File: config.mk
export PLATFORM = sky130hd
export DESIGN_NAME = wpoll_ctrl
export DESIGN_NICKNAME = d
export VERILOG_FILES = /design/src/rtl/wpoll_pkg.sv /design/src/rtl/wpoll_judge.sv /design/src/rtl/wpoll_cnt.sv /design/src/rtl/wpoll_seq.sv /design/src/rtl/wpoll_ctrl.sv
export SDC_FILE = /design/constraint.sdc
export NUM_CORES = 1
export LEC_CHECK = 0
export ABC_CLOCK_PERIOD_IN_PS = 1950
export BUFFER_PORTS_ARGS = -buffer_cell sky130_fd_sc_hd__buf_2
export CAP_MARGIN = 20
export CORE_ASPECT_RATIO = 1.5
export CORE_MARGIN = 2
export CORE_UTILIZATION = 50
export DETAILED_ROUTE_END_ITERATION = 16
export HOLD_SLACK_MARGIN = 0.02
export PLACE_DENSITY = 0.75
export SYNTH_ARGS = -nofsm -noshare
export SYNTH_HDL_FRONTEND = slang
export SYNTH_HIERARCHICAL = 1
export SYNTH_SLANG_ARGS = --single-unit
export TNS_END_PERCENT = 1
File: constraint.sdc
create_clock -name clk -period 1.95 [get_ports clk]
set_input_delay 0.39 -clock clk [delete_from_list [all_inputs] [get_ports clk]]
set_output_delay 0.39 -clock clk [all_outputs]
set_load 0.02 [all_outputs]
File: src/rtl/wpoll_pkg.sv
package wpoll_pkg;

  // Status bit positions; fixed by the memory's status protocol
  localparam int unsigned DP_BIT = 7;
  localparam int unsigned TG_BIT = 6;

  typedef enum logic [2:0] {
    ST_IDLE,
    ST_POLL,
    ST_CONF1,
    ST_CONF2,
    ST_SETTLE,
    ST_FINAL
  } wp_state_t;

  localparam logic ERR_TIMEOUT = 1'b0;
  localparam logic ERR_DATA    = 1'b1;

  // Bit 7 value that signals completion in data-polling mode
  function automatic logic dp_goal(input logic erase, input logic exp_msb);
    return erase ? 1'b1 : exp_msb;
  endfunction

  // Status read looks complete
  function automatic logic looks_done(input logic toggle_mode, input logic goal,
                                      input logic dp_bit, input logic have_prev,
                                      input logic prev_tg, input logic tg_bit);
    if (toggle_mode) return have_prev && (prev_tg == tg_bit);
    return dp_bit == goal;
  endfunction

endpackage

File: src/rtl/wpoll_judge.sv
module wpoll_judge
  import wpoll_pkg::*;
(
  input  logic toggle_mode,
  input  logic goal,
  input  logic dp_bit,
  input  logic have_prev,
  input  logic prev_tg,
  input  logic tg_bit,
  output logic valid
);
  always_comb valid = looks_done(toggle_mode, goal, dp_bit, have_prev, prev_tg, tg_bit);
endmodule

File: src/rtl/wpoll_cnt.sv
module wpoll_cnt #(
  parameter int unsigned LIMIT = 4
) (
  input  logic clk,
  input  logic rst_n,
  input  logic clr,
  input  logic inc,
  output logic last
);
  localparam int unsigned CW = (LIMIT > 1) ? $clog2(LIMIT) : 1;

  logic [CW-1:0] cnt;

  always_ff @(posedge clk) begin
    if (!rst_n)   cnt <= '0;
    else if (clr) cnt <= '0;
    else if (inc) cnt <= cnt + 1'b1;
  end

  assign last = (cnt == CW'(LIMIT - 1));
endmodule

File: src/rtl/wpoll_seq.sv
module wpoll_seq
  import wpoll_pkg::*;
(
  input  logic      clk,
  input  logic      rst_n,
  input  logic      start,
  input  logic      rd_ack,
  input  logic      status_valid,
  input  logic      poll_last,
  input  logic      settle_last,
  input  logic      final_match,
  output wp_state_t state,
  output logic      evt_status_ack,
  output logic      evt_confirmed,
  output logic      evt_timeout,
  output logic      evt_final_ack,
  output logic      done_q,
  output logic      err_q,
  output logic      kind_q
);
  wp_state_t nxt;
  logic status_phase;

  always_comb begin
    status_phase   = (state == ST_POLL) || (state == ST_CONF1) || (state == ST_CONF2);
    evt_status_ack = status_phase && rd_ack;
    evt_confirmed  = (state == ST_CONF2) && evt_status_ack && status_valid;
    evt_timeout    = evt_status_ack && poll_last && !evt_confirmed;
    evt_final_ack  = (state == ST_FINAL) && rd_ack;
  end

  always_comb begin
    nxt = state;
    unique case (state)
      ST_IDLE:   if (start) nxt = ST_POLL;
      ST_POLL:   if (evt_timeout) nxt = ST_IDLE;
                 else if (evt_status_ack && status_valid) nxt = ST_CONF1;
      ST_CONF1:  if (evt_timeout) nxt = ST_IDLE;
                 else if (evt_status_ack) nxt = status_valid ? ST_CONF2 : ST_POLL;
      ST_CONF2:  if (evt_confirmed) nxt = ST_SETTLE;
                 else if (evt_timeout) nxt = ST_IDLE;
                 else if (evt_status_ack) nxt = ST_POLL;
      ST_SETTLE: if (settle_last) nxt = ST_FINAL;
      ST_FINAL:  if (rd_ack) nxt = ST_IDLE;
      default:   nxt = ST_IDLE;
    endcase
  end

  always_ff @(posedge clk) begin
    if (!rst_n) begin
      state  <= ST_IDLE;
      done_q <= 1'b0;
      err_q  <= 1'b0;
      kind_q <= ERR_TIMEOUT;
    end else begin
      state  <= nxt;
      done_q <= evt_final_ack && final_match;
      err_q  <= evt_timeout || (evt_final_ack && !final_match);
      if (evt_timeout) kind_q <= ERR_TIMEOUT;
      else if (evt_final_ack && !final_match) kind_q <= ERR_DATA;
    end
  end
endmodule

File: src/rtl/wpoll_ctrl.sv
module wpoll_ctrl
  import wpoll_pkg::*;
#(
  parameter int unsigned DW         = 8,
  parameter int unsigned MAX_POLLS  = 1024,
  parameter int unsigned SETTLE_CYC = 50
) (
  input  logic          clk,
  input  logic          rst_n,
  input  logic          start_i,
  input  logic          op_erase_i,
  input  logic          mode_toggle_i,
  input  logic [DW-1:0] exp_data_i,
  output logic          rd_req_o,
  input  logic          rd_ack_i,
  input  logic [DW-1:0] rd_data_i,
  output logic          busy_o,
  output logic          done_o,
  output logic          err_o,
  output logic          err_kind_o
);
  function automatic logic [DW-1:0] final_goal(input logic erase, input logic [DW-1:0] d);
    return erase ? {DW{1'b1}} : d;
  endfunction

  logic          erase_q, toggle_q, have_prev_q, prev_tg_q;
  logic [DW-1:0] exp_q, tgt_q;
  wp_state_t     st;
  logic          accept, final_phase, status_valid;
  logic          poll_last, settle_last, final_match;
  logic          evt_status_ack, evt_confirmed, evt_timeout, evt_final_ack;

  assign accept      = start_i && (st == ST_IDLE);
  assign final_phase = (st == ST_FINAL);
  assign tgt_q       = final_goal(erase_q, exp_q);
  assign final_match = (rd_data_i == tgt_q);

  always_ff @(posedge clk) begin
    if (!rst_n) begin
      erase_q     <= 1'b0;
      toggle_q    <= 1'b0;
      exp_q       <= '0;
      have_prev_q <= 1'b0;
      prev_tg_q   <= 1'b0;
    end else if (accept) begin
      erase_q     <= op_erase_i;
      toggle_q    <= mode_toggle_i;
      exp_q       <= exp_data_i;
      have_prev_q <= 1'b0;
    end else if (evt_status_ack) begin
      have_prev_q <= 1'b1;
      prev_tg_q   <= rd_data_i[TG_BIT];
    end
  end

  wpoll_judge u_judge (
    .toggle_mode (toggle_q),
    .goal        (dp_goal(erase_q, exp_q[DP_BIT])),
    .dp_bit      (rd_data_i[DP_BIT]),
    .have_prev   (have_prev_q),
    .prev_tg     (prev_tg_q),
    .tg_bit      (rd_data_i[TG_BIT]),
    .valid       (status_valid)
  );

  wpoll_cnt #(.LIMIT(MAX_POLLS)) u_poll_cnt (
    .clk   (clk),
    .rst_n (rst_n),
    .clr   (accept),
    .inc   (evt_status_ack),
    .last  (poll_last)
  );

  wpoll_cnt #(.LIMIT(SETTLE_CYC)) u_settle_cnt (
    .clk   (clk),
    .rst_n (rst_n),
    .clr   (st != ST_SETTLE),
    .inc   (st == ST_SETTLE),
    .last  (settle_last)
  );

  wpoll_seq u_seq (
    .clk            (clk),
    .rst_n          (rst_n),
    .start          (start_i),
    .rd_ack         (rd_ack_i),
    .status_valid   (status_valid),
    .poll_last      (poll_last),
    .settle_last    (settle_last),
    .final_match    (final_match),
    .state          (st),
    .evt_status_ack (evt_status_ack),
    .evt_confirmed  (evt_confirmed),
    .evt_timeout    (evt_timeout),
    .evt_final_ack  (evt_final_ack),
    .done_q         (done_o),
    .err_q          (err_o),
    .kind_q         (err_kind_o)
  );

  assign busy_o   = (st != ST_IDLE);
  assign rd_req_o = (st == ST_POLL) || (st == ST_CONF1) || (st == ST_CONF2) || final_phase;
endmodule

==> metrics.cfg <==
[finish]
drive_above_1_share_pct = 23.9
nNetsFinal = 279
fillerInstances = 317
multi_input_area_sq_um = 1070
diodes = 0
register_area_sq_um = 682
final_cell_mix = nand2_1, dfxtp_1, buf_2, nor2_1, buf_4
syn_to_final_growth_pct = 15.9
layout_commonest_cell = nand2_1
stdcell_count = 298

[sta]
min_period_over_period_pct = 91.0
post-route-min-period_ns = 1.78
grt_setup_unrepaired = false
skew_ns = 0.00400
tightest_slew_ns = 0.374
finalSetupTns_ns = 0
maxSlewViolCount = 0
hold_violations = 0
relSlewSlack_pct = 75.1
setup_viol = 0
clock.fmax_mhz = 563

[grt]
grt_pass1_wl_um = 6540
overflow = 0
grt_pass1_vias = 1556
antenna_found_initial = 0
track_usage_pct = 20.8
grt_max_degree = 23

[detailed_routing]
wl_met2_um = 2020
highest_layer = met4
first_pass_iters = 4
drcViolationCount = 0
wl_met3_um = 122
ant_nets = 0
wl_um = 3820
initialDrtViolationCount = 47
drt-vias-per-instance = 5.57
dr_total_vias = 1659
wl_per_cell_um = 12.8
met1_length_um = 1610

[logic_synthesis]
ys_seq_elements = 34
async_reset_ff_share_pct = 0
synthCells = 219
synth_cell_types = 49
yosysWarnings = 6
syn_nets = 244
seq_area_frac_synth_pct = 36.9
syn_area_sq_um = 1850
synthFlopType = dfxtp_1
synth-edff-count = 0
synth.avg_cell_area_sq_um = 8.43

[place]
dp_hpwl_um = 2810
finalWeightedCongestion = 0.791
dp.cells = 290
io_buffers = 26

[worst_setup_path]
r2r_slack_ns = 0.17
worstPathArrival_ns = 1.97
timing.rr.end = u_seq/state[0]$_SDFFE_PN0P_
critPathLaunchType = flop
path_max_fanout = 13
slowest_delay_ns = 0.39
critical_path_required_ns = 2.15
crit_type = reg -> reg
critPathCapture = u_seq/state[0]$_SDFFE_PN0P_
startpoint = erase_q$_SDFFE_PN0P_
slowest_stage = dfxtp_2
crit_chain = or2_2, xor2_1, o22ai_1, buf_4, a22o_1, nand2_1, nand4_1, o31ai_1
cp-end-kind = flop
reg2reg_depth = 8
reg2reg_from = erase_q$_SDFFE_PN0P_

[floorplanning]
dieArea_sq_um = 4200
start_util_pct = 51.1
io_pins = 27
coreArea_sq_um = 3610
die_h_um = 78.4
fp.dieW_um = 53.6
rows = 27

[flow_run]
max-cap-violations = 0

[clocking]
cts_buffers = 5
clk_pin_slew_worst_paths_ns = 0.07
root_buffer = clkbuf_8
clock_sinks = 34
cts_buffer_depth = 2
clock_latency_ns = 0.28
cts_tree = done
htreeDepth = 2
post_cts_buffers = 0

[pwr]
cellLeakagePower_nw = 0.849
p_per_area_nw_per_um2 = 892
swShare_pct = 32.6
vdd_drop_max_mv = 0.669
power.internal_w = 0.00128
comb_power_share_pct = 28.9
p_seq_share_pct = 43.1
switching_power_w = 0.000622
power_frac_clock_pct = 28.0

[hold_path]
hp-class = in -> reg
min-delay-start = exp_data_i[0]

[run_status]
status = finished, final reports clean

[logic make-up (layout without fill, tap and decap cells)]
logic type	count (synthesis)	in the layout	synth area share, %
AO/OA/AOI/OAI	48	48	19.5
flip-flops	34	34	36.9
adder cells (fa/ha/maj)	3	3	2.03
multiplexers	4	4	2.44
buffers and inverters	16	52	5.22
XOR/XNOR	14	14	6.64
AND/OR/NAND/NOR	100	100	27.3
[stage by stage]
step / setup slack, ns / power, W / utilization, % / area, sq um / hold slack (ns)
2_1_floorplan: 0.221 / 0.00123 / - / 1850 / 0.443
4_1_cts: 0.117 / 0.00192 / 59.1 / 2140 / 0.342
5_1_grt: 0.0420 / 0.00203 / 59.2 / 2140 / 0.349
3_5_place_dp: 0.104 / 0.00138 / 56.6 / 2050 / 0.478
6_report: 0.175 / 0.00191 / 59.2 / 2140 / 0.345
3_3_place_gp: 0.131 / 0.00137 / 56.6 / 2050 / 0.462
[power groups by stage]
stage	Sequential, W	Combinational [W]	Clock, W
2_1_floorplan	0.000806	0.000426	0
3_3_place_gp	0.000832	0.000542	0
6_report	0.000821	0.000551	0.000535
3_5_place_dp	0.000835	0.000550	0
5_1_grt	0.000829	0.000617	0.000583
4_1_cts	0.000819	0.000553	0.000550
[timing repair]
item / 4_1_cts / 5_1_grt
hold endpoints to repair: 0 / 0
hold buffers: 0 / 0
setup endpoints to repair: 0 / 3
resized for setup: 0 / 1
[final cells by class]
| cell class | instances | area share, % |
|---|---|---|
| inverter | 6 | 1.05 |
| clock inverter | 1 | 0.234 |
| clock buffer | 7 | 4.04 |
| timing repair buffer | 38 | 10.3 |
| sequential | 34 | 31.9 |
| tap | 43 | 2.52 |
| multi-input combinational | 169 | 50.0 |
[Yosys cell counts, drive strengths merged (3+ instances only)]
cell type  instances  area, sq um
a31oi              3         18.8
or3                3         18.8
nor4               3         18.8
o21ai              5         25.0
o31ai              5         37.5
ha                 3         37.5
mux2i              3         30.0
dfxtp             34          681
inv                6         22.5
nor3               5         25.0
nand4              5         37.5
buf                8         66.3
a21boi            11          113
xor2              10         87.6
nand2b             6         37.5
xnor2              4         35.0
a21oi              9         45.0
or4                3         22.5
o41ai              3         26.3
nand3              9         50.1
nand2             37          139
nor2              19         73.8
[sequential cells by signal (all words and copies together) (netlist names)]
name and count:
u_settle_cnt/cnt 6, u_seq/done_q 1, prev_tg_q 1, have_prev_q 1, exp_q 8, u_seq/kind_q 1
erase_q 1, u_poll_cnt/cnt 10, toggle_q 1, u_seq/err_q 1, u_seq/state 3
[worst min-delay path by stage]
stage,slack [ns],end,depth (start not counted)
after floorplan,0.44,u_poll_cnt/cnt[9]$_SDFFE_PP0P_,2
after global placement,0.46,u_poll_cnt/cnt[9]$_SDFFE_PP0P_,2
after detailed placement,0.48,toggle_q$_SDFFE_PN0P_,2
after CTS,0.34,exp_q[7]$_SDFFE_PN0P_,3
after global routing,0.35,exp_q[4]$_SDFFE_PN0P_,3
final,0.34,exp_q[0]$_SDFFE_PN0P_,3
[critical path: cells and delay by family (launching register included)]
kind            cells  cell delay (ns)
simple gates        3             0.46
flops               1             0.39
xor+xnor            1             0.16
buf+inv             1             0.16
compound gates      3             0.52
[per-layer routing]
layer / GRT usage (%) / vias to the layer above
li1: - / 848
met1: 22.6 / 782
met2: 36.4 / 23
met3: 5.32 / 6
met4: 8.72 / 0
met5: 0 / -
Power figures use the tool's default switching activity.
